`config.mk`:
```
export PLATFORM = sky130hd
export DESIGN_NAME = blk_xfer_seq
export DESIGN_NICKNAME = d
export VERILOG_FILES = /design/src/rtl/blk_xfer_pkg.sv /design/src/rtl/blk_popcount.sv /design/src/rtl/blk_lowest_pick.sv /design/src/rtl/blk_addr_plan.sv /design/src/rtl/blk_xfer_seq.sv
export SDC_FILE = /design/constraint.sdc
export NUM_CORES = 1
export LEC_CHECK = 0
export BUFFER_PORTS_ARGS = -buffer_cell sky130_fd_sc_hd__buf_2
export CAP_MARGIN = 20
export CELL_PAD_IN_SITES_DETAIL_PLACEMENT = 0
export CELL_PAD_IN_SITES_GLOBAL_PLACEMENT = 1
export CORE_UTILIZATION = 43
export DETAILED_ROUTE_END_ITERATION = 10
export GPL_ROUTABILITY_DRIVEN = 0
export HOLD_SLACK_MARGIN = 0.08
export PLACE_DENSITY_LB_ADDON = 0.1
export SYNTH_ARGS = -nofsm -noshare
export SYNTH_HDL_FRONTEND = slang
export SYNTH_SLANG_ARGS = --single-unit
```
`constraint.sdc`:
```
create_clock -name clk -period 11.28 [get_ports clk]
set_input_delay 1.692 -clock clk [delete_from_list [all_inputs] [get_ports clk]]
set_output_delay 1.692 -clock clk [all_outputs]
set_load 0.03 [all_outputs]
```
`src/rtl/blk_xfer_pkg.sv`:
```
package blk_xfer_pkg;

  typedef enum logic {
    SEQ_IDLE = 1'b0,
    SEQ_RUN  = 1'b1
  } seq_state_e;

  // Direction of a transfer as seen from the register file.
  typedef enum logic {
    XFER_STORE = 1'b0,
    XFER_LOAD  = 1'b1
  } xfer_dir_e;

endpackage

```
`src/rtl/blk_popcount.sv`:
```
module blk_popcount #(
  parameter int W  = 16,
  parameter int CW = $clog2(W + 1)
) (
  input  logic [W-1:0]  vec,
  output logic [CW-1:0] cnt
);

  logic [CW-1:0] part [W+1];

  assign part[0] = '0;

  generate
    for (genvar g = 0; g < W; g++) begin : g_acc
      assign part[g+1] = part[g] + CW'(vec[g]);
    end
  endgenerate

  assign cnt = part[W];

endmodule

```
`src/rtl/blk_lowest_pick.sv`:
```
module blk_lowest_pick #(
  parameter int W  = 16,
  parameter int IW = $clog2(W)
) (
  input  logic [W-1:0]  vec,
  output logic          any,
  output logic [IW-1:0] idx,
  output logic [W-1:0]  rest
);

  always_comb begin
    idx = '0;
    for (int i = W - 1; i >= 0; i--) begin
      if (vec[i]) idx = IW'(i);
    end
  end

  assign any  = |vec;
  assign rest = vec & (vec - W'(1));

endmodule

```
`src/rtl/blk_addr_plan.sv`:
```
module blk_addr_plan #(
  parameter int ADDR_W     = 32,
  parameter int CNT_W      = 5,
  parameter int WORD_BYTES = 4
) (
  input  logic [ADDR_W-1:0] base,
  input  logic [CNT_W-1:0]  cnt,
  input  logic              pre,
  input  logic              up,
  output logic [ADDR_W-1:0] first_addr,
  output logic [ADDR_W-1:0] final_addr
);

  localparam int SH = $clog2(WORD_BYTES);
  localparam logic [ADDR_W-1:0] STEP = ADDR_W'(WORD_BYTES);

  logic [ADDR_W-1:0] span;
  logic [ADDR_W-1:0] low_end;

  assign span    = ADDR_W'(cnt) << SH;
  assign low_end = base - span;

  always_comb begin
    if (up) begin
      first_addr = pre ? base + STEP : base;
      final_addr = base + span;
    end else begin
      first_addr = pre ? low_end : low_end + STEP;
      final_addr = low_end;
    end
  end

endmodule

```
`src/rtl/blk_xfer_seq.sv`:
```
module blk_xfer_seq #(
  parameter int NREG       = 16,
  parameter int ADDR_W     = 32,
  parameter int DATA_W     = 32,
  parameter int WORD_BYTES = 4
) (
  input  logic                      clk,
  input  logic                      rst,
  input  logic                      start_i,
  input  logic [NREG-1:0]           reglist_i,
  input  logic [ADDR_W-1:0]         base_i,
  input  logic                      pre_i,
  input  logic                      up_i,
  input  logic                      wb_i,
  input  logic                      load_i,
  output logic                      busy_o,
  output logic                      done_o,
  output logic                      err_o,
  output logic                      mem_req_o,
  output logic                      mem_we_o,
  output logic [ADDR_W-1:0]         mem_addr_o,
  output logic [DATA_W-1:0]         mem_wdata_o,
  input  logic [DATA_W-1:0]         mem_rdata_i,
  output logic                      rf_rd_o,
  output logic [$clog2(NREG)-1:0]   rf_ridx_o,
  input  logic [DATA_W-1:0]         rf_rdata_i,
  output logic                      rf_we_o,
  output logic [$clog2(NREG)-1:0]   rf_widx_o,
  output logic [DATA_W-1:0]         rf_wdata_o,
  output logic                      base_we_o,
  output logic [ADDR_W-1:0]         base_wdata_o
);

  import blk_xfer_pkg::*;

  localparam int IDX_W = $clog2(NREG);
  localparam int CNT_W = $clog2(NREG + 1);
  localparam logic [ADDR_W-1:0] STEP = ADDR_W'(WORD_BYTES);

  seq_state_e        st;
  xfer_dir_e         dir;
  logic              wb_q;
  logic [NREG-1:0]   pend;
  logic [ADDR_W-1:0] cur_addr;
  logic [ADDR_W-1:0] fin_addr;

  // issue stage (A) and completion stage (B)
  logic              a_vld, a_last;
  logic [IDX_W-1:0]  a_idx;
  logic [ADDR_W-1:0] a_addr;
  logic              b_vld, b_last;
  logic [IDX_W-1:0]  b_idx;
  logic [ADDR_W-1:0] b_addr;

  logic              done_q, err_q, bwe_q;

  logic [CNT_W-1:0]  sel_cnt;
  logic [ADDR_W-1:0] plan_first, plan_final;
  logic              pick_any;
  logic [IDX_W-1:0]  pick_idx;
  logic [NREG-1:0]   pick_rest;

  blk_popcount #(.W(NREG), .CW(CNT_W)) u_cnt (
    .vec (reglist_i),
    .cnt (sel_cnt)
  );

  blk_addr_plan #(.ADDR_W(ADDR_W), .CNT_W(CNT_W), .WORD_BYTES(WORD_BYTES)) u_plan (
    .base       (base_i),
    .cnt        (sel_cnt),
    .pre        (pre_i),
    .up         (up_i),
    .first_addr (plan_first),
    .final_addr (plan_final)
  );

  blk_lowest_pick #(.W(NREG), .IW(IDX_W)) u_pick (
    .vec  (pend),
    .any  (pick_any),
    .idx  (pick_idx),
    .rest (pick_rest)
  );

  // control and stage registers
  always_ff @(posedge clk) begin
    if (rst) begin
      st       <= SEQ_IDLE;
      dir      <= XFER_STORE;
      wb_q     <= 1'b0;
      pend     <= '0;
      cur_addr <= '0;
      fin_addr <= '0;
      a_vld    <= 1'b0;
      a_last   <= 1'b0;
      a_idx    <= '0;
      a_addr   <= '0;
      b_vld    <= 1'b0;
      b_last   <= 1'b0;
      b_idx    <= '0;
      b_addr   <= '0;
      done_q   <= 1'b0;
      err_q    <= 1'b0;
      bwe_q    <= 1'b0;
    end else begin
      done_q <= 1'b0;
      err_q  <= 1'b0;
      bwe_q  <= 1'b0;

      b_vld  <= a_vld;
      b_last <= a_last;
      b_idx  <= a_idx;
      b_addr <= a_addr;

      a_vld  <= 1'b0;
      a_last <= 1'b0;

      unique case (st)
        SEQ_IDLE: begin
          if (start_i) begin
            if (reglist_i == '0) begin
              err_q  <= 1'b1;
              done_q <= 1'b1;
            end else begin
              st       <= SEQ_RUN;
              pend     <= reglist_i;
              cur_addr <= plan_first;
              fin_addr <= plan_final;
              dir      <= load_i ? XFER_LOAD : XFER_STORE;
              wb_q     <= wb_i;
            end
          end
        end
        SEQ_RUN: begin
          if (pick_any) begin
            a_vld    <= 1'b1;
            a_last   <= (pick_rest == '0);
            a_idx    <= pick_idx;
            a_addr   <= cur_addr;
            cur_addr <= cur_addr + STEP;
            pend     <= pick_rest;
          end
          if (b_vld && b_last) begin
            st     <= SEQ_IDLE;
            done_q <= 1'b1;
            bwe_q  <= wb_q;
          end
        end
        default: st <= SEQ_IDLE;
      endcase
    end
  end

  // port steering: a load reads memory in A and writes the register file in B;
  // a store reads the register file in A and writes memory in B
  always_comb begin
    if (dir == XFER_LOAD) begin
      mem_req_o  = a_vld;
      mem_we_o   = 1'b0;
      mem_addr_o = a_addr;
      rf_rd_o    = 1'b0;
      rf_we_o    = b_vld;
    end else begin
      mem_req_o  = b_vld;
      mem_we_o   = b_vld;
      mem_addr_o = b_addr;
      rf_rd_o    = a_vld;
      rf_we_o    = 1'b0;
    end
  end

  assign mem_wdata_o  = rf_rdata_i;
  assign rf_wdata_o   = mem_rdata_i;
  assign rf_ridx_o    = a_idx;
  assign rf_widx_o    = b_idx;
  assign busy_o       = (st == SEQ_RUN);
  assign done_o       = done_q;
  assign err_o        = err_q;
  assign base_we_o    = bwe_q;
  assign base_wdata_o = fin_addr;

endmodule

```
[Word-level counts from Yosys, hierarchy flattened]
Cells that the tools add are included.
Widths: inputs -> output; s select.
Storage, ports and cells
  flip-flop bits (word level): 162
  output and inout bits: 144
Operators by class
  $add $sub $neg: 21
  eq/ne operators: 3
  multiplexer cells: 43
  bitwise gates (word level): 5
  reduce and logical (&&, ||, !) cells: 11
Operator list (number)
  $mux 32: 8
  $add 32x3->32 const B: 3
  $add 5x1->5: 14
  $mux 4: 16
  $pmux 32 s2: 1
  $mux 16: 3
  $add 32x7->32: 1
  $logic_not 16->1: 2
  $pmux 16 s2: 1
  $sub 32x7->32: 1
  $and 16x16->16: 1
  $reduce_or 16->1: 1
  $sub 16x1->16 const B: 1
  $mux 1: 12
  $reduce_and 3->1: 2
  $reduce_or 3->1: 2
  $ne 2x2->1 const B: 2
  $not 1->1: 4
  $pmux 1 s2: 2
  $reduce_or 2->1: 2
  $add 1x1->2: 1
  $ne 2x1->1 const B: 1
  $reduce_and 2->1: 1
  $logic_and 1x1->1: 1

[Depth between registers and ports, before layout]
  depth after elaboration: 22
  gate-level depth with buffers: 27
  depth with buffers taken out: 26

[Hierarchy]
From an unflattened synthesis, not the netlist that was laid out.
Unflattened totals
  cell total of the unflattened synthesis: 1386
  area, all modules: 11069.4 µm²
By module, submodules not included
  blk_xfer_seq: times used 1, cells an instance 791, area an instance 7115.6 µm², sequential area each 3243.1 µm²
  blk_addr_plan: times used 1, cells an instance 494, area an instance 3223.1 µm², sequential area each 0.0 µm²
  blk_popcount: times used 1, cells an instance 47, area an instance 407.9 µm², sequential area each 0.0 µm²
  blk_lowest_pick: times used 1, cells an instance 54, area an instance 322.8 µm², sequential area each 0.0 µm²

[Worst setup path after synthesis]
Ideal clock, no wire load.
  kind: input to register
  start: input port reglist_i[2]
  end: register cur_addr[20]
  setup time: 103 ps
  arrival time: 7919 ps
  required time: 11177 ps
  setup slack: 3258 ps
  stages on the path: 19
  path buffers: 0
  path through: inv_1 > fa_1 > fa_1 > fa_1 > fa_1 > fa_1 > fa_1 > inv_1 > fa_1 > or2_2 > a211oi_1 > nor3_1 > xor2_1 > o2111ai_1 > nor4_1 > xor2_1 > o21ai_1 > xor2_1 > a2111oi_2
On the way
  cells in the longest elaborated chain, start to end: 21
RTL lines
  start: declaration: RTL line blk_xfer_seq.sv:10  | input logic [NREG-1:0] reglist_i,
  $add 5x1->5 (14 in a row): RTL line blk_popcount.sv:15  | assign part[g+1] = part[g] + CW'(vec[g]);
  $sub 32x7->32: RTL line blk_addr_plan.sv:21  | assign low_end = base - span;
  $add 32x3->32: RTL line blk_addr_plan.sv:28  | first_addr = pre ? low_end : low_end + STEP;
  $mux 32: RTL line blk_addr_plan.sv:28
  $mux 32: RTL line blk_addr_plan.sv:24  | if (up) begin
  $mux 32: RTL line blk_xfer_seq.sv:120  | if (reglist_i == '0) begin
  $mux 32: RTL line blk_xfer_seq.sv:119  | if (start_i) begin
  $pmux 32 s2: RTL line blk_xfer_seq.sv:117  | unique case (st)
  end signal: assignment: RTL line blk_xfer_seq.sv:126  | cur_addr <= plan_first;
  end signal: assignment: RTL line blk_xfer_seq.sv:139  | cur_addr <= cur_addr + STEP;
  end: declaration: RTL line blk_xfer_seq.sv:44  | logic [ADDR_W-1:0] cur_addr;
Parallel ways exist; a longest one is shown, timed or not. The select of a mux whose other input is x is not followed.
A chain may end at the register's enable or synchronous reset.

[Worst setup path in the final report]
Ends and elaborated chain as after synthesis.

==> results.cfg <==
[worst_setup_path]
crit_path_cell_trace = buf_2 > inv_1 > fa_1 > fa_1 > fa_1 > fa_1 > fa_1 > fa_1 > inv_1 > fa_1 > or2_2 > a211oi_1 > nor3_1 > xor2_1 > o2111ai_1 > nor4_1 > xor2_1 > o21ai_1 > xor2_1 > a2111oi_2
rr_worst_depth = 10
crit_required_ps = 11610
largest_driver_fanout_on_the_critical_path = 9
worstPathBufferInverterCount = 3
cpMostUsedCell = fa_1
regToRegSetupSlack_ps = 7830
crit_type = in -> reg
crit-reg2reg-capture = cur_addr[29]$_SDFFE_PP0P_
worst_ep_arrival_time_ps = 8770
timing.critical_path.from_type = input port
cp_slowest_cell = a211oi_1
cpLargestDelayFamily = adder cells
startpoint = reglist_i[2]
timing.critical_path.slowest_cell_delay_ps = 730
worst_r2r_startpoint = pend[0]$_SDFFE_PP0P_
worst_setup_path_end_kind = register
worstSetupEndpoint = cur_addr[20]$_SDFFE_PP0P_
critical_path_depth = 20

[floorplanning]
design.core.area_um2 = 24500
die_width_um = 161
die_h_um = 161
initial_utilization = 0.442
boundaryPins = 263
rows = 57
fp.dieArea_um2 = 25900

[power_and_ir_drop]
worst_ir_drop_vdd_v = 0.000129
power_per_cell_area_nw_per_um2 = 178
total_leakage_power_nw = 4.78

[clock_network]
clk_path_buf_depth = 2
postCtsSetupBuffers = 0
holdBufCountCts = 0
clock_tree_from_tritoncts = built
htree_num_levels = 4
cts_inserted_buffers = 17
cts_num_sinks = 162
clock_latency_reported_for_the_late_side_of_the_worst_skew_pair_ps = 430
clock_tree_root_buffer_cell = clkbuf_16
post_cts_resized = 0
clkTransAtPathRegs_ps = 70

[yosys]
synth_adder_area_share = 0.0482
synthesis.nets = 1530
share_of_synthesized_area_spent_on_multiplexers = 0.0446
synth-simple-area-share = 0.244
post_synthesis_mean_instance_area_um2 = 7.87
ys_seq_elements = 162
yosysSeqAreaShare = 0.299
netlist_area_um2 = 10800
syn_inst = 1378
ys_async_sr_fraction = 0
yosys.area_share.xor_xnor = 0.0799
largest_family_of_logic_cells_by_synthesized_area = simple AND/OR/NAND/NOR gates
synth_edf_count = 0
most_used_flip_flop_cell_after_synthesis = dfxtp_1
fraction_of_the_mapped_netlist_area_in_compound_gates = 0.188
post_synth_num_cell_types = 81
ys.warnings.count = 0

[final_layout]
multi_input_area_um2 = 6570
finalCoreUtilization = 0.480
final_layout_size_suffix_gt1_frac = 0.177
layout-area-overhead-vs-synth_pct = 8.55
final_common_cell = dfxtp_1
final_area_um2 = 11800
antennaDiodeCount = 0
ff_latch_area_um2 = 3240
most-common-layout-cells = dfxtp_1, nand2_1, buf_2
final_net_count = 1537
num-fill-cells = 2480

[timing]
clock.fmax_mhz = 118
fin_crit_ps = 8440
fin_tns_setup_ps = 0
max_slew.worst_pin.slew_ps = 1000
report.final.hold_viol_count = 0
grt_setup_unrepaired = no
maxSlewViolCount = 0
finClkSkew_ps = 11.0
slew-limit-headroom = 0.315
setup_viol = 0
post-route-period-util = 0.748

[routing]
drt-initial-drc-count = 1080
drt-total-wl_um = 33200
routed-via-count = 9832
antenna_viol_nets_final = 0
post-route-drc-count = 0
drt_first_pass_iters = 5
post_drt_via_cell_ratio = 5.71
post_drt_wl_per_cell_um = 19.3

[global_route]
grt_first_pass_wirelength_um = 52000
grt_overflow = 0
groute.layer.met1.usage = 0.390
grt_pass1_vias = 8952
busiest_layer = met1
use_met3 = 0.0377
global_route.usage.met2 = 0.363
grt_antenna_before_repair = 0
grtUsageTotal = 0.254
grt_max_degree = 76

[min_path]
timing.hold.worst.class = reg -> reg

[run]
drv.max_cap_violation_count = 0

[status]
outcome = finished, final reports clean

[place]
dp.final_hpwl_um = 23500
post_dp_cell_area_um2 = 11200
number_of_buffer_cells_added_on_primary_ports = 134
-- flip-flops by register name, summed over array words and instances (netlist names), 4 cells and up --
| name | cells |
|---|---|
| b_addr | 32 |
| a_addr | 32 |
| rf_widx_o | 4 |
| cur_addr | 32 |
| pend | 16 |
| rf_ridx_o | 4 |
| base_wdata_o | 32 |
-- per-layer routing --
metal | share of wire | vias up | routed length (um)
met5 | 0 | - | 0
met4 | 0.015 | 0 | 492
met3 | 0.061 | 47 | 2040
met2 | 0.41 | 376 | 13700
met1 | 0.51 | 4587 | 16900
li1 | - | 4822 | -
-- cell type report --
class	count	share of cell area
Sequential cell	162	0.276
Tap cell	324	0.0344
Timing Repair Buffer	148	0.0661
Multi-Input combinational cell	1009	0.558
Clock buffer	18	0.0364
Clock inverter	14	0.0142
Inverter	47	0.0150
-- power by group --
| part | internal, mW | leakage, nW | switching [mW] | total [mW] |
|---|---|---|---|---|
| registers | 0.628 | 1.33 | 0.0438 | 0.672 |
| logic | 0.308 | 3.15 | 0.516 | 0.824 |
| clock network | 0.335 | 0.292 | 0.266 | 0.601 |
| total | 1.27 | 4.78 | 0.826 | 2.10 |
-- worst reg2reg max path, cell delays in order (launching register included) --
cell and delay (ps):
dfxtp_1 390, nor4_1 660, nand2_1 270, nor3_1 450, nand3_1 340, nand2_1 180
buf_4 400, nor4_1 190, a211oi_1 230, o21ai_0 160, a21oi_1 130
-- through the flow --
stage / setup slack, ps / total power, mW / cells / hold WS (ps)
after global placement: 2540 / 1.50 / 1690 / 419
after floorplan: 3260 / 1.33 / 1378 / 409
after CTS: 2860 / 2.11 / 1722 / 429
after detailed placement: 2430 / 1.50 / 1690 / 419
final: 2840 / 2.10 / 1722 / 427
after global routing: 2530 / 2.23 / 1722 / 449
-- cells in the mapped netlist (all sizes together), types with 45 or more instances --
master | count | area, um2
a21oi | 90 | 450
nor2b | 48 | 300
xor2 | 47 | 412
o21ai | 46 | 230
inv | 45 | 169
xnor2 | 52 | 455
nand3 | 48 | 245
clkbuf | 76 | 285
nor3 | 48 | 260
nand2 | 146 | 548
dfxtp | 162 | 3240
nor2 | 126 | 473
buf | 84 | 578
-- kinds of logic (layout without fill, tap and decap cells) --
kind of cell             after synthesis  after routing
AND/OR/NAND/NOR                      530            530
AO/OA/AOI/OAI                        302            302
buffers and inverters                207            227
flip-flops                           162            162
XOR/XNOR                              99             99
multiplexers                          43             43
adder cells (fa/ha/maj)               35             35
-- worst min path at each step --
stage / from / endpoint / slack, ps / cells after the start
after detailed placement: wb_q$_SDFFE_PP0P_ / base_we_o$_SDFF_PP0_ / 420 / 2
final: wb_q$_SDFFE_PP0P_ / base_we_o$_SDFF_PP0_ / 430 / 2
after global placement: wb_q$_SDFFE_PP0P_ / base_we_o$_SDFF_PP0_ / 420 / 2
after CTS: wb_q$_SDFFE_PP0P_ / base_we_o$_SDFF_PP0_ / 430 / 2
after global routing: wb_q$_SDFFE_PP0P_ / base_we_o$_SDFF_PP0_ / 450 / 2
after floorplan: wb_q$_SDFFE_PP0P_ / base_we_o$_SDFF_PP0_ / 410 / 2
Power figures use the tool's default switching activity.
